File: config.mk
export PLATFORM = sky130hd
export DESIGN_NAME = ccx_channel
export DESIGN_NICKNAME = d
export VERILOG_FILES = /design/src/rtl/ccx_pkg.sv /design/src/rtl/ccx_busif.sv /design/src/rtl/ccx_store.sv /design/src/rtl/ccx_outstage.sv /design/src/rtl/ccx_channel.sv
export SDC_FILE = /design/constraint.sdc
export NUM_CORES = 1
export LEC_CHECK = 0
export BUFFER_PORTS_ARGS = -buffer_cell sky130_fd_sc_hd__buf_2
export CAP_MARGIN = 30
export CORE_MARGIN = 5
export CORE_UTILIZATION = 50
export CTS_CLUSTER_SIZE = 16
export DETAILED_ROUTE_END_ITERATION = 7
export PLACE_DENSITY = 0.72
export SYNTH_ARGS = -nofsm -noshare
export SYNTH_HDL_FRONTEND = slang
export SYNTH_SLANG_ARGS = --single-unit
File: constraint.sdc
create_clock -name clk -period 2.6 [get_ports clk]
set_input_delay 0.52 -clock clk [delete_from_list [all_inputs] [get_ports clk]]
set_output_delay 0.52 -clock clk [all_outputs]
set_load 0.05 [all_outputs]
File: src/rtl/ccx_pkg.sv
// Shared definitions for the capture/compare channel: register addresses,
// the configuration layout and the output-mode encoding.
package ccx_pkg;

    localparam int ADR_CFG  = 0;
    localparam int ADR_STAT = 1;
    localparam int ADR_GEN  = 2;
    localparam int ADR_VLO  = 4;   // low value byte; higher bytes sit below it

    typedef enum logic [2:0] {
        OM_FROZEN = 3'd0,
        OM_SET    = 3'd1,
        OM_CLR    = 3'd2,
        OM_TOG    = 3'd3
    } omode_e;

    typedef struct packed {
        logic       oe;    // [7] output enable
        logic       pol;   // [6] output polarity
        logic [2:0] om;    // [5:3] output mode
        logic       pe;    // [2] compare preload enable
        logic [1:0] sel;   // [1:0] 0 = compare, nonzero = capture
    } cfg_t;

endpackage

File: src/rtl/ccx_busif.sv
// Register bus front end. Holds the configuration register, decodes the
// byte strobes and keeps the read and write locks of the two-byte value.
// Assumes read and write strobes are never active together and BW >= 8.
module ccx_busif
    import ccx_pkg::*;
#(
    parameter int BW = 8,
    parameter int AW = 3,
    parameter int NB = 2
)(
    input  logic          clk,
    input  logic          rst_n,
    input  logic          wr_en_i,
    input  logic          rd_en_i,
    input  logic [AW-1:0] addr_i,
    input  logic [BW-1:0] wdata_i,
    output cfg_t          cfg_o,
    output logic          cap_mode_o,
    output logic [NB-1:0] wr_lane_o,
    output logic          rd_lo_o,
    output logic          gen_o,
    output logic          clr_if_o,
    output logic          clr_of_o,
    output logic          rd_lock_o,
    output logic          wr_lock_o
);
    localparam int ADR_VHI = ADR_VLO - (NB - 1);

    cfg_t cfg_q;
    logic rd_lock_q, wr_lock_q;
    logic rd_hi, st_wr;

    assign cap_mode_o = |cfg_q.sel;
    assign cfg_o      = cfg_q;

    // Byte-lane write strobes; value bytes are writable only in compare mode.
    for (genvar g = 0; g < NB; g++) begin : g_lane
        assign wr_lane_o[g] = wr_en_i && !cap_mode_o && (addr_i == AW'(ADR_VLO - g));
    end

    assign rd_hi    = rd_en_i && (addr_i == AW'(ADR_VHI));
    assign rd_lo_o  = rd_en_i && (addr_i == AW'(ADR_VLO));
    assign st_wr    = wr_en_i && (addr_i == AW'(ADR_STAT));
    assign clr_if_o = st_wr && !wdata_i[0];
    assign clr_of_o = st_wr && !wdata_i[1];
    assign gen_o    = wr_en_i && (addr_i == AW'(ADR_GEN)) && wdata_i[0];

    // Configuration register write.
    always_ff @(posedge clk) begin
        if (!rst_n) begin
            cfg_q <= '0;
        end else if (wr_en_i && (addr_i == AW'(ADR_CFG))) begin
            cfg_q <= cfg_t'(wdata_i[7:0]);
        end
    end

    // Read lock: opened by the high-byte read, closed by the low-byte read.
    always_ff @(posedge clk) begin
        if (!rst_n)       rd_lock_q <= 1'b0;
        else if (rd_hi)   rd_lock_q <= 1'b1;
        else if (rd_lo_o) rd_lock_q <= 1'b0;
    end

    // Write lock: opened by the high-byte write, closed by the low-byte write.
    always_ff @(posedge clk) begin
        if (!rst_n)                wr_lock_q <= 1'b0;
        else if (wr_lane_o[NB-1])  wr_lock_q <= 1'b1;
        else if (wr_lane_o[0])     wr_lock_q <= 1'b0;
    end

    assign rd_lock_o = rd_lock_q;
    assign wr_lock_o = wr_lock_q;

    // no value write may open the write lock in capture mode
    p_no_wlock_capture_r13: assert property (@(posedge clk) disable iff (!rst_n)
        cap_mode_o && !wr_lock_o |=> !wr_lock_o || !$past(cap_mode_o) || $past(wr_en_i && addr_i == AW'(ADR_CFG)));

endmodule

File: src/rtl/ccx_store.sv
// Working and active value registers with the capture and compare
// transfers, the held-back capture copy, the comparator and both flags.
// Assumes the lock and strobe inputs come from ccx_busif.
module ccx_store #(
    parameter int CW = 16,
    parameter int BW = 8,
    parameter int NB = 2
)(
    input  logic          clk,
    input  logic          rst_n,
    input  logic [CW-1:0] cnt_i,
    input  logic          cap_mode_i,
    input  logic          pe_i,
    input  logic          uev_i,
    input  logic          cap_evt_i,
    input  logic          gen_i,
    input  logic [NB-1:0] wr_lane_i,
    input  logic [BW-1:0] wdata_i,
    input  logic          rd_lock_i,
    input  logic          wr_lock_i,
    input  logic          rd_lo_i,
    input  logic          clr_if_i,
    input  logic          clr_of_i,
    output logic [CW-1:0] pre_o,
    output logic          eq_o,
    output logic          gt_o,
    output logic          match_o,
    output logic          ccif_o,
    output logic          ccof_o
);
    logic [CW-1:0] pre_q, pre_d, sh_q, sh_d;
    logic          pd_q, pd_d;
    logic          ccif_q, ccif_d, ccof_q, ccof_d;
    logic          cap_hit;

    assign eq_o    = (cnt_i == sh_q);
    assign gt_o    = (cnt_i >  sh_q);
    assign cap_hit = cap_mode_i && (cap_evt_i || gen_i);
    assign match_o = !cap_mode_i && (eq_o || gen_i);

    // Next value of the working and active registers and the held-back copy.
    always_comb begin
        pre_d = pre_q;
        sh_d  = sh_q;
        pd_d  = pd_q;
        if (cap_mode_i) begin
            if (cap_hit) begin
                sh_d = cnt_i;
                if (!rd_lock_i) pre_d = cnt_i;
                pd_d = rd_lock_i;
            end else if (pd_q && !rd_lock_i) begin
                pre_d = sh_q;
                pd_d  = 1'b0;
            end
        end else begin
            pd_d = 1'b0;
            for (int g = 0; g < NB; g++) begin
                if (wr_lane_i[g]) pre_d[g*BW +: BW] = wdata_i;
            end
            if (!wr_lock_i && (!pe_i || uev_i)) sh_d = pre_q;
        end
    end

    // Next value of the channel and overrun flags; setting beats clearing.
    always_comb begin
        ccif_d = ccif_q;
        if (cap_hit || match_o)      ccif_d = 1'b1;
        else if (rd_lo_i || clr_if_i) ccif_d = 1'b0;
        ccof_d = ccof_q;
        if (cap_hit && ccif_q)       ccof_d = 1'b1;
        else if (clr_of_i)           ccof_d = 1'b0;
    end

    // State registers.
    always_ff @(posedge clk) begin
        if (!rst_n) begin
            pre_q  <= '0;
            sh_q   <= '0;
            pd_q   <= 1'b0;
            ccif_q <= 1'b0;
            ccof_q <= 1'b0;
        end else begin
            pre_q  <= pre_d;
            sh_q   <= sh_d;
            pd_q   <= pd_d;
            ccif_q <= ccif_d;
            ccof_q <= ccof_d;
        end
    end

    assign pre_o  = pre_q;
    assign ccif_o = ccif_q;
    assign ccof_o = ccof_q;

    // an open read lock freezes the working register in capture mode
    p_rdlock_hold_r5: assert property (@(posedge clk) disable iff (!rst_n)
        cap_mode_i && rd_lock_i |=> $stable(pre_q));

    // overrun only rises when the channel flag was already set
    p_ovr_needs_flag_r4: assert property (@(posedge clk) disable iff (!rst_n)
        $rose(ccof_q) |-> $past(ccif_q));

    // an open write lock freezes the active register in compare mode
    p_wrlock_hold_r8: assert property (@(posedge clk) disable iff (!rst_n)
        !cap_mode_i && wr_lock_i |=> $stable(sh_q));

    // with preload on, the active register waits for the update event
    p_preload_wait_r7: assert property (@(posedge clk) disable iff (!rst_n)
        !cap_mode_i && pe_i && !uev_i |=> $stable(sh_q));

    // a capture always leaves the channel flag set
    p_capture_flag_r3: assert property (@(posedge clk) disable iff (!rst_n)
        cap_hit |=> ccif_q);

endmodule

File: src/rtl/ccx_outstage.sv
// Reference generator and pin stage. Applies the output mode on each
// compare match and drives the pin through polarity and enable.
// Assumes match_i is already gated to compare mode.
module ccx_outstage
    import ccx_pkg::*;
(
    input  logic       clk,
    input  logic       rst_n,
    input  logic       match_i,
    input  logic [2:0] om_i,
    input  logic       pol_i,
    input  logic       oe_i,
    output logic       oref_o,
    output logic       pin_o
);
    logic ref_q;

    // Reference update on a match according to the output mode.
    always_ff @(posedge clk) begin
        if (!rst_n) begin
            ref_q <= 1'b0;
        end else if (match_i) begin
            case (omode_e'(om_i))
                OM_SET:  ref_q <= 1'b1;
                OM_CLR:  ref_q <= 1'b0;
                OM_TOG:  ref_q <= ~ref_q;
                default: ref_q <= ref_q;
            endcase
        end
    end

    assign oref_o = ref_q;
    assign pin_o  = oe_i & (ref_q ^ pol_i);

    // toggle mode inverts the reference on every match
    p_toggle_r9: assert property (@(posedge clk) disable iff (!rst_n)
        match_i && om_i == 3'd3 |=> oref_o != $past(oref_o));

    // frozen mode never moves the reference
    p_frozen_r9: assert property (@(posedge clk) disable iff (!rst_n)
        om_i == 3'd0 |=> $stable(oref_o));

    // a disabled output drives 0
    p_pin_off_r10: assert property (@(posedge clk) disable iff (!rst_n)
        !oe_i |-> !pin_o);

endmodule

File: src/rtl/ccx_channel.sv
// Top of one timer capture/compare channel: bus front end, value store
// and output stage, plus the read-data multiplexer.
// Assumes CW = NB * BW with NB = 2 and the counter supplied from outside.
module ccx_channel
    import ccx_pkg::*;
#(
    parameter int CW = 16,
    parameter int BW = 8,
    parameter int AW = 3
)(
    input  logic          clk,
    input  logic          rst_n,
    input  logic [CW-1:0] cnt_i,
    input  logic          uev_i,
    input  logic          cap_evt_i,
    input  logic          bus_wr_i,
    input  logic          bus_rd_i,
    input  logic [AW-1:0] bus_addr_i,
    input  logic [BW-1:0] bus_wdata_i,
    output logic [BW-1:0] bus_rdata_o,
    output logic          ccif_o,
    output logic          ccof_o,
    output logic          cmp_eq_o,
    output logic          cmp_gt_o,
    output logic          oref_o,
    output logic          pin_o
);
    localparam int NB = CW / BW;

    cfg_t          cfg;
    logic          cap_mode, rd_lo, gen, clr_if, clr_of, rd_lock, wr_lock, match;
    logic [NB-1:0] wr_lane;
    logic [CW-1:0] pre;

    ccx_busif #(.BW(BW), .AW(AW), .NB(NB)) u_busif (
        .clk        (clk),
        .rst_n      (rst_n),
        .wr_en_i    (bus_wr_i),
        .rd_en_i    (bus_rd_i),
        .addr_i     (bus_addr_i),
        .wdata_i    (bus_wdata_i),
        .cfg_o      (cfg),
        .cap_mode_o (cap_mode),
        .wr_lane_o  (wr_lane),
        .rd_lo_o    (rd_lo),
        .gen_o      (gen),
        .clr_if_o   (clr_if),
        .clr_of_o   (clr_of),
        .rd_lock_o  (rd_lock),
        .wr_lock_o  (wr_lock)
    );

    ccx_store #(.CW(CW), .BW(BW), .NB(NB)) u_store (
        .clk        (clk),
        .rst_n      (rst_n),
        .cnt_i      (cnt_i),
        .cap_mode_i (cap_mode),
        .pe_i       (cfg.pe),
        .uev_i      (uev_i),
        .cap_evt_i  (cap_evt_i),
        .gen_i      (gen),
        .wr_lane_i  (wr_lane),
        .wdata_i    (bus_wdata_i),
        .rd_lock_i  (rd_lock),
        .wr_lock_i  (wr_lock),
        .rd_lo_i    (rd_lo),
        .clr_if_i   (clr_if),
        .clr_of_i   (clr_of),
        .pre_o      (pre),
        .eq_o       (cmp_eq_o),
        .gt_o       (cmp_gt_o),
        .match_o    (match),
        .ccif_o     (ccif_o),
        .ccof_o     (ccof_o)
    );

    ccx_outstage u_out (
        .clk     (clk),
        .rst_n   (rst_n),
        .match_i (match),
        .om_i    (cfg.om),
        .pol_i   (cfg.pol),
        .oe_i    (cfg.oe),
        .oref_o  (oref_o),
        .pin_o   (pin_o)
    );

    // Read-data multiplexer for the addressed register.
    always_comb begin
        bus_rdata_o = '0;
        if (bus_addr_i == AW'(ADR_CFG))  bus_rdata_o = BW'(cfg);
        if (bus_addr_i == AW'(ADR_STAT)) bus_rdata_o = BW'({ccof_o, ccif_o});
        for (int g = 0; g < NB; g++) begin
            if (bus_addr_i == AW'(ADR_VLO - g)) bus_rdata_o = pre[g*BW +: BW];
        end
    end

endmodule

==> impl_metrics.tcl <==
set metrics [dict create \
    io_buffers 46 \
    yosysWarnings 0 \
    hpwl_um 6050 \
    drc_errors 0 \
    dr_total_vias 2791 \
    cts_root_buf "clkbuf_8" \
    synth_edf_count 0 \
    worstPathMaxFanout 3 \
    die_w_um 84.9 \
    critPathRequiredTime_ps 2080 \
    cts.path.max_buffers 2 \
    slew_headroom 0.633 \
    synth-main-ff-cell "dfxtp_1" \
    grt_overflow_total 0 \
    drt-initial-drc-count 232 \
    postRouteAntennaNets 0 \
    power.density_mw_per_mm2 462 \
    p_leak_nw 1.47 \
    crit_start "u_store.sh_q[15]" \
    grt_max_degree 33 \
    syn_area_mm2 0.00280 \
    postCtsHoldBufs 0 \
    clkTransAtPathRegs_ps 100 \
    start_util 0.512 \
    synth_top_cell_by_area "dfxtp_1" \
    tritoncts "yes" \
    diodes 0 \
    io_pins 47 \
    die_h_um 84.9 \
    syn_area_per_cell_um2 8.03 \
    ys_async_sr_fraction 0 \
    maxCapViolCount 0 \
    critical_path.startpoint_type "register" \
    yosysSeqAreaShare 0.329 \
    htreeDepth 2 \
    antenna_found_initial 0 \
    setup_viol_count_final 0 \
    drive_gt1_frac 0.231 \
    fin_nets 446 \
    grt_pass1_wl_um 12900 \
    design.core.area_mm2 0.00547 \
    syn_inst 349 \
    finalClockSkew_ps 9.99 \
    rows 27 \
    hp-start "bus_wdata_i[5]" \
    viasPerCell 5.94 \
    dpl_worst_slack_ps 35.7 \
    worst_pin_slew_ps 549 \
    firstDrtPassIters 5 \
    wl_per_cell_um 16.9 \
    irDropWorstVdd_v 0.000300 \
    synth.most_common_cell "nand2_1" \
    area_delta_synth_final_pct 22.8 \
    cts_buffers 5 \
    synth_top_area_frac 0.329 \
    track_usage 0.218 \
    gp_congestion 0.872 \
    synth_cell_types 42 \
    fin_hold_ws_ps 465 \
    fin_ws_ps 66.4 \
    worstPathArrival_ps 2010 \
    insertion_delay_ps 300 \
    hp-class "primary input to register" \
    ys_top_cells_by_area "dfxtp_1 33%, nand2_1 10%, ha_1 7.1%, a32o_1 5.7%, o211a_1 5.7%" \
    die-area_mm2 0.00720 \
    r2r_start "u_store.sh_q[15]" \
    hold_viol_final 0 \
    critPathKind "register to primary output" \
    endpoint_kind "primary output" \
    status "complete, no violations" \
    cts.sinks 46 \
    wl_um 7960 \
    total_power_mw 1.59 \
    fin_crit_sh 0.974 \
    grt_pass1_vias 2625 \
    min_period_ps 2530 \
    synthTopCellsByCount "76 x nand2_1, 46 x dfxtp_1, 19 x inv_1, 19 x nand3_1, 18 x o211ai_1" \
    synth_fp_nets 398 \
    drv_slew 0 \
    max_freq_mhz 395 \
    synth.ff_latch_count 46 \
]
==> state kept, by name, summed over array words and instances, names as in the netlist <==
signal / flops
u_store.ccif_o: 1
u_busif.wr_lock_o: 1
u_busif.rd_lock_o: 1
u_store.sh_q: 16
u_busif.cfg_o: 8
u_out.oref_o: 1
u_store.pre_o: 16
u_store.pd_q: 1
u_store.ccof_o: 1
==> layout by cell type (no fill, tap or decap), drive strengths merged, types with 3 or more instances in the layout <==
cell type   n
o22ai       3
a21boi     10
nand2      76
nand3      19
nand4       4
nor2        7
o211a      16
clkbuf      5
o21ai      13
or3         9
mux2i       6
nand3b      3
a32o       16
a21oi      16
nor3b       4
nor2b       3
dfxtp      46
buf        63
ha         16
o211ai     18
inv        20
nor4        3
==> cells by family after synthesis <==
group,count (synthesis),share of synthesized area
adder cells (fa/ha/maj),16,0.0714
flip-flops,46,0.329
AO/OA/AOI/OAI,105,0.285
AND/OR/NAND/NOR,134,0.233
multiplexers,6,0.0214
XOR/XNOR,1,0.00313
buffers and inverters,41,0.0567
==> report_power, final <==
group          internal (mW)  switching, mW  total, mW  leakage, nW
Combinational          0.154          0.217      0.371         1.05
Clock                  0.195          0.267      0.462       0.0447
Sequential             0.735         0.0233      0.759        0.373
==> stage by stage <==
| stage | util | instance area [um2] | std cells | TNS [ps] |
|---|---|---|---|---|
| floorplan | - | 2920 | 349 | -42.9 |
| global placement | 0.600 | 3290 | 459 | 0 |
| detailed placement | 0.600 | 3290 | 459 | 0 |
| CTS | 0.618 | 3380 | 467 | 0 |
| global route | 0.629 | 3440 | 470 | -24.0 |
| finish | 0.629 | 3440 | 470 | 0 |
==> area by class of cell <==
class | instances | area, um2
repair buffers | 63 | 389
well taps | 72 | 90.1
clock inverters | 3 | 25.0
flip-flops and latches | 46 | 921
fillers | 482 | 2030
inverters | 19 | 78.8
clock buffers | 5 | 68.8
multi-input cells | 262 | 1870
==> layer usage <==
metal,vias to the layer above,part of all wire,global-route usage
met4,0,0.012,0.0504
met5,-,0,0
met1,1315,0.48,0.319
met3,6,0.061,0.0379
li1,1377,-,-
met2,93,0.45,0.336
==> final timing paths <==
| path | end | slack, ps | cells after the start |
|---|---|---|---|
| hold reg to reg | u_busif.cfg_o[4] | 490 | 2 |
| setup reg to reg | u_out.oref_o | 210 | 9 |
| setup / recovery | cmp_gt_o | 70 | 6 |
| hold / removal | u_busif.cfg_o[5] | 460 | 3 |
==> what timing repair did <==
action / CTS / global route
endpoints found under the hold margin: 0 / 0
buffers inserted: 0 / 3
gates resized for setup: 1 / 4
pin swaps: 0 / 1
setup endpoints to repair: 1 / 1
==> critical path, cell delays in order, from the launching register on <==
cell     delay, ps
dfxtp_1        350
inv_1           60
ha_1           340
nand4_4        150
or3_2          510
o22ai_2        130
buf_6          180
(Power assumes the default switching activity.)
